--- config.mk ---
export PLATFORM = sky130hd
export DESIGN_NAME = match_out_unit
export DESIGN_NICKNAME = d
export VERILOG_FILES = /design/src/rtl/mou_pkg.sv /design/src/rtl/mou_timer.sv /design/src/rtl/mou_regs.sv /design/src/rtl/mou_match.sv /design/src/rtl/match_out_unit.sv
export SDC_FILE = /design/constraint.sdc
export NUM_CORES = 1
export LEC_CHECK = 0
export BUFFER_PORTS_ARGS = -buffer_cell sky130_fd_sc_hd__buf_2
export CORE_UTILIZATION = 40
export DETAILED_ROUTE_END_ITERATION = 6
export PLACE_DENSITY = 0.69
export SKIP_LAST_GASP = 1
export SYNTH_ARGS = -nofsm -noshare
export SYNTH_HDL_FRONTEND = slang
export SYNTH_HIERARCHICAL = 1
export SYNTH_SLANG_ARGS = --single-unit
--- constraint.sdc ---
create_clock -name clk -period 6.4 [get_ports clk]
set_input_delay 0.64 -clock clk [delete_from_list [all_inputs] [get_ports clk]]
set_output_delay 0.64 -clock clk [all_outputs]
set_load 0.01 [all_outputs]
--- src/rtl/mou_pkg.sv ---
// Shared constants for the timer compare output unit.
// Assumes the mode field is always four bits wide.
package mou_pkg;
    localparam int MODE_W = 4;

    localparam logic [MODE_W-1:0] MD_OFF  = 4'b0000;
    localparam logic [MODE_W-1:0] MD_SET  = 4'b1000;
    localparam logic [MODE_W-1:0] MD_CLR  = 4'b1001;
    localparam logic [MODE_W-1:0] MD_SOFT = 4'b1010;
    localparam logic [MODE_W-1:0] MD_EVT  = 4'b1011;

    localparam logic ADDR_MODE = 1'b0;
    localparam logic ADDR_CMP  = 1'b1;

    // True for the two modes that own the output pin.
    function automatic logic mode_drives_pin(logic [MODE_W-1:0] m);
        return (m == MD_SET) || (m == MD_CLR);
    endfunction
endpackage

--- src/rtl/mou_timer.sv ---
// Up-counter with enable, period restart and sticky wrap flag.
// Assumes evt_clr is a single-cycle request; a restart overrides counting
// and suppresses the wrap flag on the same edge.
module mou_timer #(
    parameter int TMR_W = 16
) (
    input  logic             clk,
    input  logic             rst_n,
    input  logic             run,
    input  logic             evt_clr,
    input  logic             ovf_clr,
    output logic [TMR_W-1:0] cnt_q,
    output logic             ovf_q
);
    localparam logic [TMR_W-1:0] CNT_MAX = {TMR_W{1'b1}};

    logic wrap;

    // Natural wrap: counting from all ones, no restart on this edge.
    always_comb wrap = run && (cnt_q == CNT_MAX) && !evt_clr;

    // Counter register: restart, count or hold.
    always_ff @(posedge clk) begin
        if (!rst_n)
            cnt_q <= '0;
        else if (evt_clr)
            cnt_q <= '0;
        else if (run)
            cnt_q <= cnt_q + 1'b1;
    end

    // Sticky overflow flag; a set beats a clear.
    always_ff @(posedge clk) begin
        if (!rst_n)
            ovf_q <= 1'b0;
        else if (wrap)
            ovf_q <= 1'b1;
        else if (ovf_clr)
            ovf_q <= 1'b0;
    end
endmodule

--- src/rtl/mou_regs.sv ---
// Mode and compare registers behind one write port, plus the invert bit
// that flips on a direct clear-to-set mode change.
// Assumes TMR_W >= MODE_W so the mode fits in the low write-data bits.
module mou_regs
    import mou_pkg::*;
#(
    parameter int TMR_W = 16
) (
    input  logic              clk,
    input  logic              rst_n,
    input  logic              wr_en,
    input  logic              wr_addr,
    input  logic [TMR_W-1:0]  wr_data,
    output logic [MODE_W-1:0] mode_q,
    output logic [TMR_W-1:0]  cmp_q,
    output logic              zero_wr,
    output logic              inv_tgl,
    output logic              inv_q
);
    logic              mode_wr;
    logic              cmp_wr;
    logic [MODE_W-1:0] mode_nx;

    // Decode the write strobe and the candidate mode.
    always_comb begin
        mode_wr = wr_en && (wr_addr == ADDR_MODE);
        cmp_wr  = wr_en && (wr_addr == ADDR_CMP);
        mode_nx = wr_data[MODE_W-1:0];
        zero_wr = mode_wr && (mode_nx == MD_OFF);
        inv_tgl = mode_wr && (mode_q == MD_CLR) && (mode_nx == MD_SET);
    end

    // Mode register.
    always_ff @(posedge clk) begin
        if (!rst_n)
            mode_q <= MD_OFF;
        else if (mode_wr)
            mode_q <= mode_nx;
    end

    // Compare register.
    always_ff @(posedge clk) begin
        if (!rst_n)
            cmp_q <= '0;
        else if (cmp_wr)
            cmp_q <= wr_data;
    end

    // Invert bit: toggles on the clear-to-set change, cleared only by reset.
    always_ff @(posedge clk) begin
        if (!rst_n)
            inv_q <= 1'b0;
        else if (inv_tgl)
            inv_q <= ~inv_q;
    end
endmodule

--- src/rtl/mou_match.sv ---
// Equality compare and match actions: output latch, compare flag and
// conversion pulse. Assumes the mode and compare value are registered.
module mou_match
    import mou_pkg::*;
#(
    parameter int TMR_W = 16
) (
    input  logic              clk,
    input  logic              rst_n,
    input  logic [TMR_W-1:0]  cnt_q,
    input  logic [TMR_W-1:0]  cmp_q,
    input  logic [MODE_W-1:0] mode_q,
    input  logic              zero_wr,
    input  logic              flag_clr,
    output logic              cmp_hit,
    output logic              evt_hit,
    output logic              out_latch,
    output logic              flag_q,
    output logic              conv_q
);
    // Match detect; the off mode never matches.
    always_comb begin
        cmp_hit = (cnt_q == cmp_q) && (mode_q != MD_OFF);
        evt_hit = cmp_hit && (mode_q == MD_EVT);
    end

    // Output latch: a zero-mode write clears it, else driving modes act on a match.
    always_ff @(posedge clk) begin
        if (!rst_n)
            out_latch <= 1'b0;
        else if (zero_wr)
            out_latch <= 1'b0;
        else if (cmp_hit && (mode_q == MD_SET))
            out_latch <= 1'b1;
        else if (cmp_hit && (mode_q == MD_CLR))
            out_latch <= 1'b0;
    end

    // Sticky compare flag; a match beats a clear.
    always_ff @(posedge clk) begin
        if (!rst_n)
            flag_q <= 1'b0;
        else if (cmp_hit)
            flag_q <= 1'b1;
        else if (flag_clr)
            flag_q <= 1'b0;
    end

    // Conversion pulse, one cycle per period match.
    always_ff @(posedge clk) begin
        if (!rst_n)
            conv_q <= 1'b0;
        else
            conv_q <= evt_hit;
    end
endmodule

--- src/rtl/match_out_unit.sv ---
// Top level of the timer compare output unit. Wires the register block,
// counter and match logic together and forms the pin.
// Assumes TMR_W >= 4.
module match_out_unit
    import mou_pkg::*;
#(
    parameter int TMR_W = 16
) (
    input  logic             clk,
    input  logic             rst_n,
    input  logic             wr_en,
    input  logic             wr_addr,
    input  logic [TMR_W-1:0] wr_data,
    input  logic             tmr_run,
    input  logic             oe_req,
    input  logic             flag_clr,
    input  logic             ovf_clr,
    output logic             pin_out,
    output logic             pin_oe,
    output logic             cmp_flag,
    output logic             ovf_flag,
    output logic             conv_start,
    output logic [TMR_W-1:0] tmr_q
);
    logic [MODE_W-1:0] mode_q;
    logic [TMR_W-1:0]  cmp_q;
    logic              zero_wr;
    logic              inv_tgl;
    logic              inv_q;
    logic              cmp_hit;
    logic              evt_hit;
    logic              out_latch;

    mou_regs #(.TMR_W(TMR_W)) u_regs (
        .clk     (clk),
        .rst_n   (rst_n),
        .wr_en   (wr_en),
        .wr_addr (wr_addr),
        .wr_data (wr_data),
        .mode_q  (mode_q),
        .cmp_q   (cmp_q),
        .zero_wr (zero_wr),
        .inv_tgl (inv_tgl),
        .inv_q   (inv_q)
    );

    mou_timer #(.TMR_W(TMR_W)) u_timer (
        .clk     (clk),
        .rst_n   (rst_n),
        .run     (tmr_run),
        .evt_clr (evt_hit),
        .ovf_clr (ovf_clr),
        .cnt_q   (tmr_q),
        .ovf_q   (ovf_flag)
    );

    mou_match #(.TMR_W(TMR_W)) u_match (
        .clk       (clk),
        .rst_n     (rst_n),
        .cnt_q     (tmr_q),
        .cmp_q     (cmp_q),
        .mode_q    (mode_q),
        .zero_wr   (zero_wr),
        .flag_clr  (flag_clr),
        .cmp_hit   (cmp_hit),
        .evt_hit   (evt_hit),
        .out_latch (out_latch),
        .flag_q    (cmp_flag),
        .conv_q    (conv_start)
    );

    // Pin: driven only in the two driving modes with the request high.
    always_comb begin
        pin_oe  = oe_req && mode_drives_pin(mode_q);
        pin_out = pin_oe && (out_latch ^ inv_q);
    end
endmodule

# [Yosys cells after proc, flatten, opt, wreduce, memory -nomap -nowiden]
# Cells that the tools add are included.
[op_classes] n_addsub=1 eq_ne=6 muxes=6 bitwise=4 reduce_logical=22
[ops] operator="adder 16 x 1 -> 16 bit, second input constant" n=1
[ops] operator="equality test 16 bit" n=1
[ops] operator="equality test 16 bit, second input constant" n=1
[ops] operator="equality test 4 bit, second input constant" n=4
[ops] operator="logical AND 1 bit" n=13
[ops] operator="2-to-1 mux 1 bit" n=6
[ops] operator="nonzero test 2 bit" n=3
[ops] operator="zero test 4 bit" n=1
[ops] operator="nonzero test 4 bit" n=1
[ops] operator="OR reduction 2 bit" n=2
[ops] operator="inverter 1 bit" n=3
[ops] operator="zero test 1 bit" n=1
[ops] operator="logical OR 1 bit" n=1
[ops] operator="XOR 1 bit" n=1
[word_totals] regBits=41 in_bits=24 output_inout_bits=21 wordCells=47

# [Longest topological paths before layout]
[logic_depth] ltp_word=6 depth_mapped=9 depth_no_buf=8

# [Modules after synthesis]
# The synthesis kept the hierarchy.
[modules_own_cells] module="mou_regs" instances=1 cells_per_inst=93 area_each_um2=835.8 seq_area_each_um2=420.4
[modules_own_cells] module="mou_timer" instances=1 cells_per_inst=87 area_each_um2=764.5 seq_area_each_um2=340.3
[modules_own_cells] module="mou_match" instances=1 cells_per_inst=37 area_each_um2=339.1 seq_area_each_um2=60.1
[modules_own_cells] module="match_out_unit" instances=1 cells_per_inst=3 area_each_um2=27.5 seq_area_each_um2=0.0

# [Worst setup path after synthesis]
# No wires, ideal clock.
[synth_path] path_type="flip-flop to flip-flop" from="register u_timer.cnt_q[2]" to="register u_timer.cnt_q[0]" setup_ps=128 arrival_ps=1971 required_ps=6272 setup_slack_ps=4301 stages_incl_launch_ff=10 path_buffers=2 period_less_slack_ps=2099 path_cell_list="dfxtp_1 > xor2_1 > nor4_2 > nand4_1 > nor2_1 > and3_1 > nand2b_1 > clkbuf_1 > clkbuf_1 > nor2_1"
[synth_between] elab_chain_len=4
[synth_lines] element="start, declared" line_no="mou_timer.sv:12" rtl="output logic [TMR_W-1:0] cnt_q,"
[synth_lines] element="start signal, assigned" line_no="mou_timer.sv:29" rtl="cnt_q <= cnt_q + 1'b1;"
[synth_lines] element="equality test 16 bit" line_no="mou_match.sv:23" rtl="cmp_hit = (cnt_q == cmp_q) && (mode_q != MD_OFF);"
[synth_lines] element="logical AND 1 bit" line_no="mou_match.sv:23"
[synth_lines] element="net cmp_hit" line_no="match_out_unit.sv:30" rtl="logic cmp_hit;"
[synth_lines] element="logical AND 1 bit" line_no="mou_match.sv:24" rtl="evt_hit = cmp_hit && (mode_q == MD_EVT);"
[synth_lines] element="net evt_hit" line_no="match_out_unit.sv:31" rtl="logic evt_hit;"
[synth_lines] element="OR reduction 2 bit (no source line)"
# The timed path passes the listed nets, and every way through them passes these cells.
# A chain may end at the register's enable or synchronous reset.

# [Final worst setup path]
[layout_path] from="register u_timer.cnt_q[7]" to="register u_timer.ovf_q"
[layout_between] elab_chain_len=6 word_cells_on_any_way=9 classes_between="eq/ne (2); mux (1); reduce/logical (6)"
[layout_lines] element="equality test 16 bit *" line_no="mou_match.sv:23"
[layout_lines] element="logical AND 1 bit *" line_no="mou_match.sv:23"
[layout_lines] element="net cmp_hit" line_no="match_out_unit.sv:30"
[layout_lines] element="logical AND 1 bit *" line_no="mou_match.sv:24"
[layout_lines] element="net evt_hit" line_no="match_out_unit.sv:31"
[layout_lines] element="zero test 1 bit *" line_no="mou_timer.sv:20" rtl="always_comb wrap = run && (cnt_q == CNT_MAX) && !evt_clr;"
[layout_lines] element="logical AND 1 bit *" line_no="mou_timer.sv:20"
[layout_lines] element="2-to-1 mux 1 bit / nonzero test 2 bit (equally long branches)"
[layout_lines] element="end signal, assigned" line_no="mou_timer.sv:35" rtl="ovf_q <= 1'b0;"
[layout_lines] element="end signal, assigned" line_no="mou_timer.sv:37" rtl="ovf_q <= 1'b1;"
[layout_lines] element="end signal, assigned" line_no="mou_timer.sv:39" rtl="ovf_q <= 1'b0;"
[layout_lines] element="end, declared" line_no="mou_timer.sv:13" rtl="output logic ovf_q"
# Mark *: on every way through the listed nets, which the timed path passes. The rest lies on a longest branch.

==> out/qor.yml <==
outcome: "completed"
synth-simple-area-share_pct: 29.4
yosys_warnings: 6
finalSetupViolations: 0
cts_sinks: 41
dieArea_um2: 5200
drive_gt1_share_pct: 23.6
fin_nets: 287
pwr-share-clk_pct: 40.8
synth_fa_ha_area_share_pct: 0.636
holdPathStages: 2
clk_path_buf_depth: 2
period_needed_ps: 2440
tightest_slew_ps: 667
startpoint_type: "flip-flop"
dr.pass1.iters: 4
die_h_um: 72.1
grt_overflow_total: 0
finalHoldViolCount: 0
grtUsageTotal_pct: 17.7
finalClockSkew_ps: 9.13
cts_max_level: 2
synth.distinct_cells: 39
min_path_type: "flip-flop to flip-flop"
synth-seq-cells: 41
cts_tree: "yes"
n_fill_cell: 480
switching_power_mw: 0.124
holdWs_ps: 478
worstPathArrival_ps: 2640
post-cts-setup-buffer-count: 0
slew_headroom_pct: 55.5
reg2reg_to: "u_timer/ovf_q"
yosysTopAreaCell: "dfxtp_1"
synthTopCellsByCount: "dfxtp_1 (41), nand2_1 (40), nor2_1 (16), xor2_1 (16), a21boi_0 (15)"
switching_share_pct: 23.3
cts-root-buf: "clkbuf_8"
grt_pass1_wl_mm: 7.01
synth-compound-area-share_pct: 9.48
antenna_found_initial: 0
synth_top_family_by_area: "simple AND/OR/NAND/NOR gates"
p_leak_nw: 1.00
grt_max_degree: 28
yosysSeqAreaShare_pct: 41.7
hold_buffers: 0
vias_per_cell: 4.97
drcViolationCount: 0
critPathKind: "flip-flop to flip-flop"
end_kind: "flip-flop"
cts_made_buffers: 5
syn_inst: 220
seq_power_share_pct: 50.8
max-cap-violations: 0
rsz0062_at_grt: "false"
drv_slew: 0
synth-edff-count: 0
whs_endpoint: "u_regs/cmp_q[0]"
required_ps: 6590
synth_flop_cell: "dfxtp_1"
boundaryPins: 45
r2r_slack_ps: 3960
period_share_pct: 38.2
synth.most_common_cell: "dfxtp_1"
dp.final_hpwl_mm: 3.24
synthArstFlopShare_pct: 0
area_delta_synth_final_pct: 19.7
combPwrFrac_pct: 8.4
start_util_pct: 41.6
syn-mean-instance-area_um2: 8.94
routed_wl_mm: 4.41
irDropWorstVdd_mv: 0.117
startpoint: "u_timer/cnt_q[7]"
grt_pass1_vias: 1445
place_congestion: 0.877
post_drt_wl_per_cell_um: 13.3
portBuffers: 44
cp_max_fo: 17
antenna_left: 0
r2r_start: "u_timer/cnt_q[7]"
vias: 1641
min-delay-start: "u_regs/cmp_q[0]"
setup_tns_ps: 0
clock.fmax_mhz: 409
drt_iter0_drc: 96
syn_nets: 245
die-width_um: 72.1
coreArea_um2: 4720
cts-resized-gates: 0
ff2ff_path_depth: 8
p_int_mw: 0.411
power_density_nw_per_um2: 227
yosys-top-cells-area: "dfxtp_1 (42%), nand2_1 (7.6%), xor2_1 (7.1%)"
diodes: 0
synth_xor_area_share_pct: 12.9
synth_top_area_share_pct: 41.7
synth_area_um2: 1970
clkTransAtPathRegs_ps: 80
clk_latency_ps: 300
row_count: 25
synthMuxAreaShare_pct: 3.05
layout by cell type (no fill, tap or decap), types with 3 or more instances in the layout:
master	n
buf_2	44
dfxtp_1	41
nand2_1	40
xor2_1	16
nor2_1	16
a21boi_0	15
xnor2_1	13
clkbuf_8	6
nor2b_1	6
nor3_1	6
mux2i_1	6
nand4_1	5
inv_1	5
nor4_1	4
nand4_2	3
nand3_1	3
a21oi_1	3
sequential cells by signal (all words and copies together) (netlist names):
register and flops:
u_regs/inv_q 1, u_timer/ovf_q 1, u_match/flag_q 1, u_match/out_latch 1, u_regs/mode_q 4, u_timer/cnt_q 16
u_match/conv_q 1, u_regs/cmp_q 16
power by group through the flow:
| stage | clock network [mW] | logic [mW] | registers [mW] |
|---|---|---|---|
| after floorplan | 0 | 0.0298 | 0.276 |
| after global placement | 0 | 0.0446 | 0.277 |
| after detailed placement | 0 | 0.0451 | 0.278 |
| after CTS | 0.225 | 0.0453 | 0.272 |
| after global routing | 0.234 | 0.0503 | 0.273 |
| final | 0.218 | 0.0449 | 0.272 |
critical path: stages, from the launching register on:
cell,delay (ps)
dfxtp_1,480
xor2_1,110
nor4_1,330
nand4_1,210
nor2_1,190
and3_1,160
nand2b_1,530
nor2_1,100
a32o_1,230
layer usage:
layer	wire [µm]	track usage, %
met5	0	0
met3	199	4.72
met2	2000	27.9
met1	2130	23.0
met4	78	6.75
cell type report:
type,instances,area [µm²],area share [%]
Multi-Input combinational cell,165,1090,46.3
Tap cell,67,83.8,3.56
Clock buffer,6,82.6,3.51
Clock inverter,2,37.5,1.59
Inverter,5,18.8,0.797
Timing Repair Buffer,44,220,9.35
Sequential cell,41,821,34.9
logic make-up after synthesis:
logic type,Yosys count
buffers and inverters,14
AND/OR/NAND/NOR,104
adder cells (fa/ha/maj),1
AO/OA/AOI/OAI,25
XOR/XNOR,29
flip-flops,41
multiplexers,6
how the worst max path moves through the flow:
stage	to	slack, ps
after floorplan	u_timer/cnt_q[0]	4300
after global placement	u_timer/ovf_q	4040
after detailed placement	u_timer/ovf_q	3990
after CTS	u_timer/ovf_q	3980
after global routing	u_timer/ovf_q	3650
final	u_timer/ovf_q	3960
stage by stage:
stage	instance area, µm²	util [%]	cells	total power, mW	setup slack [ps]
after floorplan	1970	-	220	0.305	4300
after global placement	2230	47.3	322	0.322	4040
after detailed placement	2230	47.3	322	0.323	3990
after CTS	2350	49.9	330	0.542	3980
after global routing	2350	49.9	330	0.558	3650
final	2350	49.9	330	0.535	3960
Note: power is estimated with default switching activity, not from simulation.
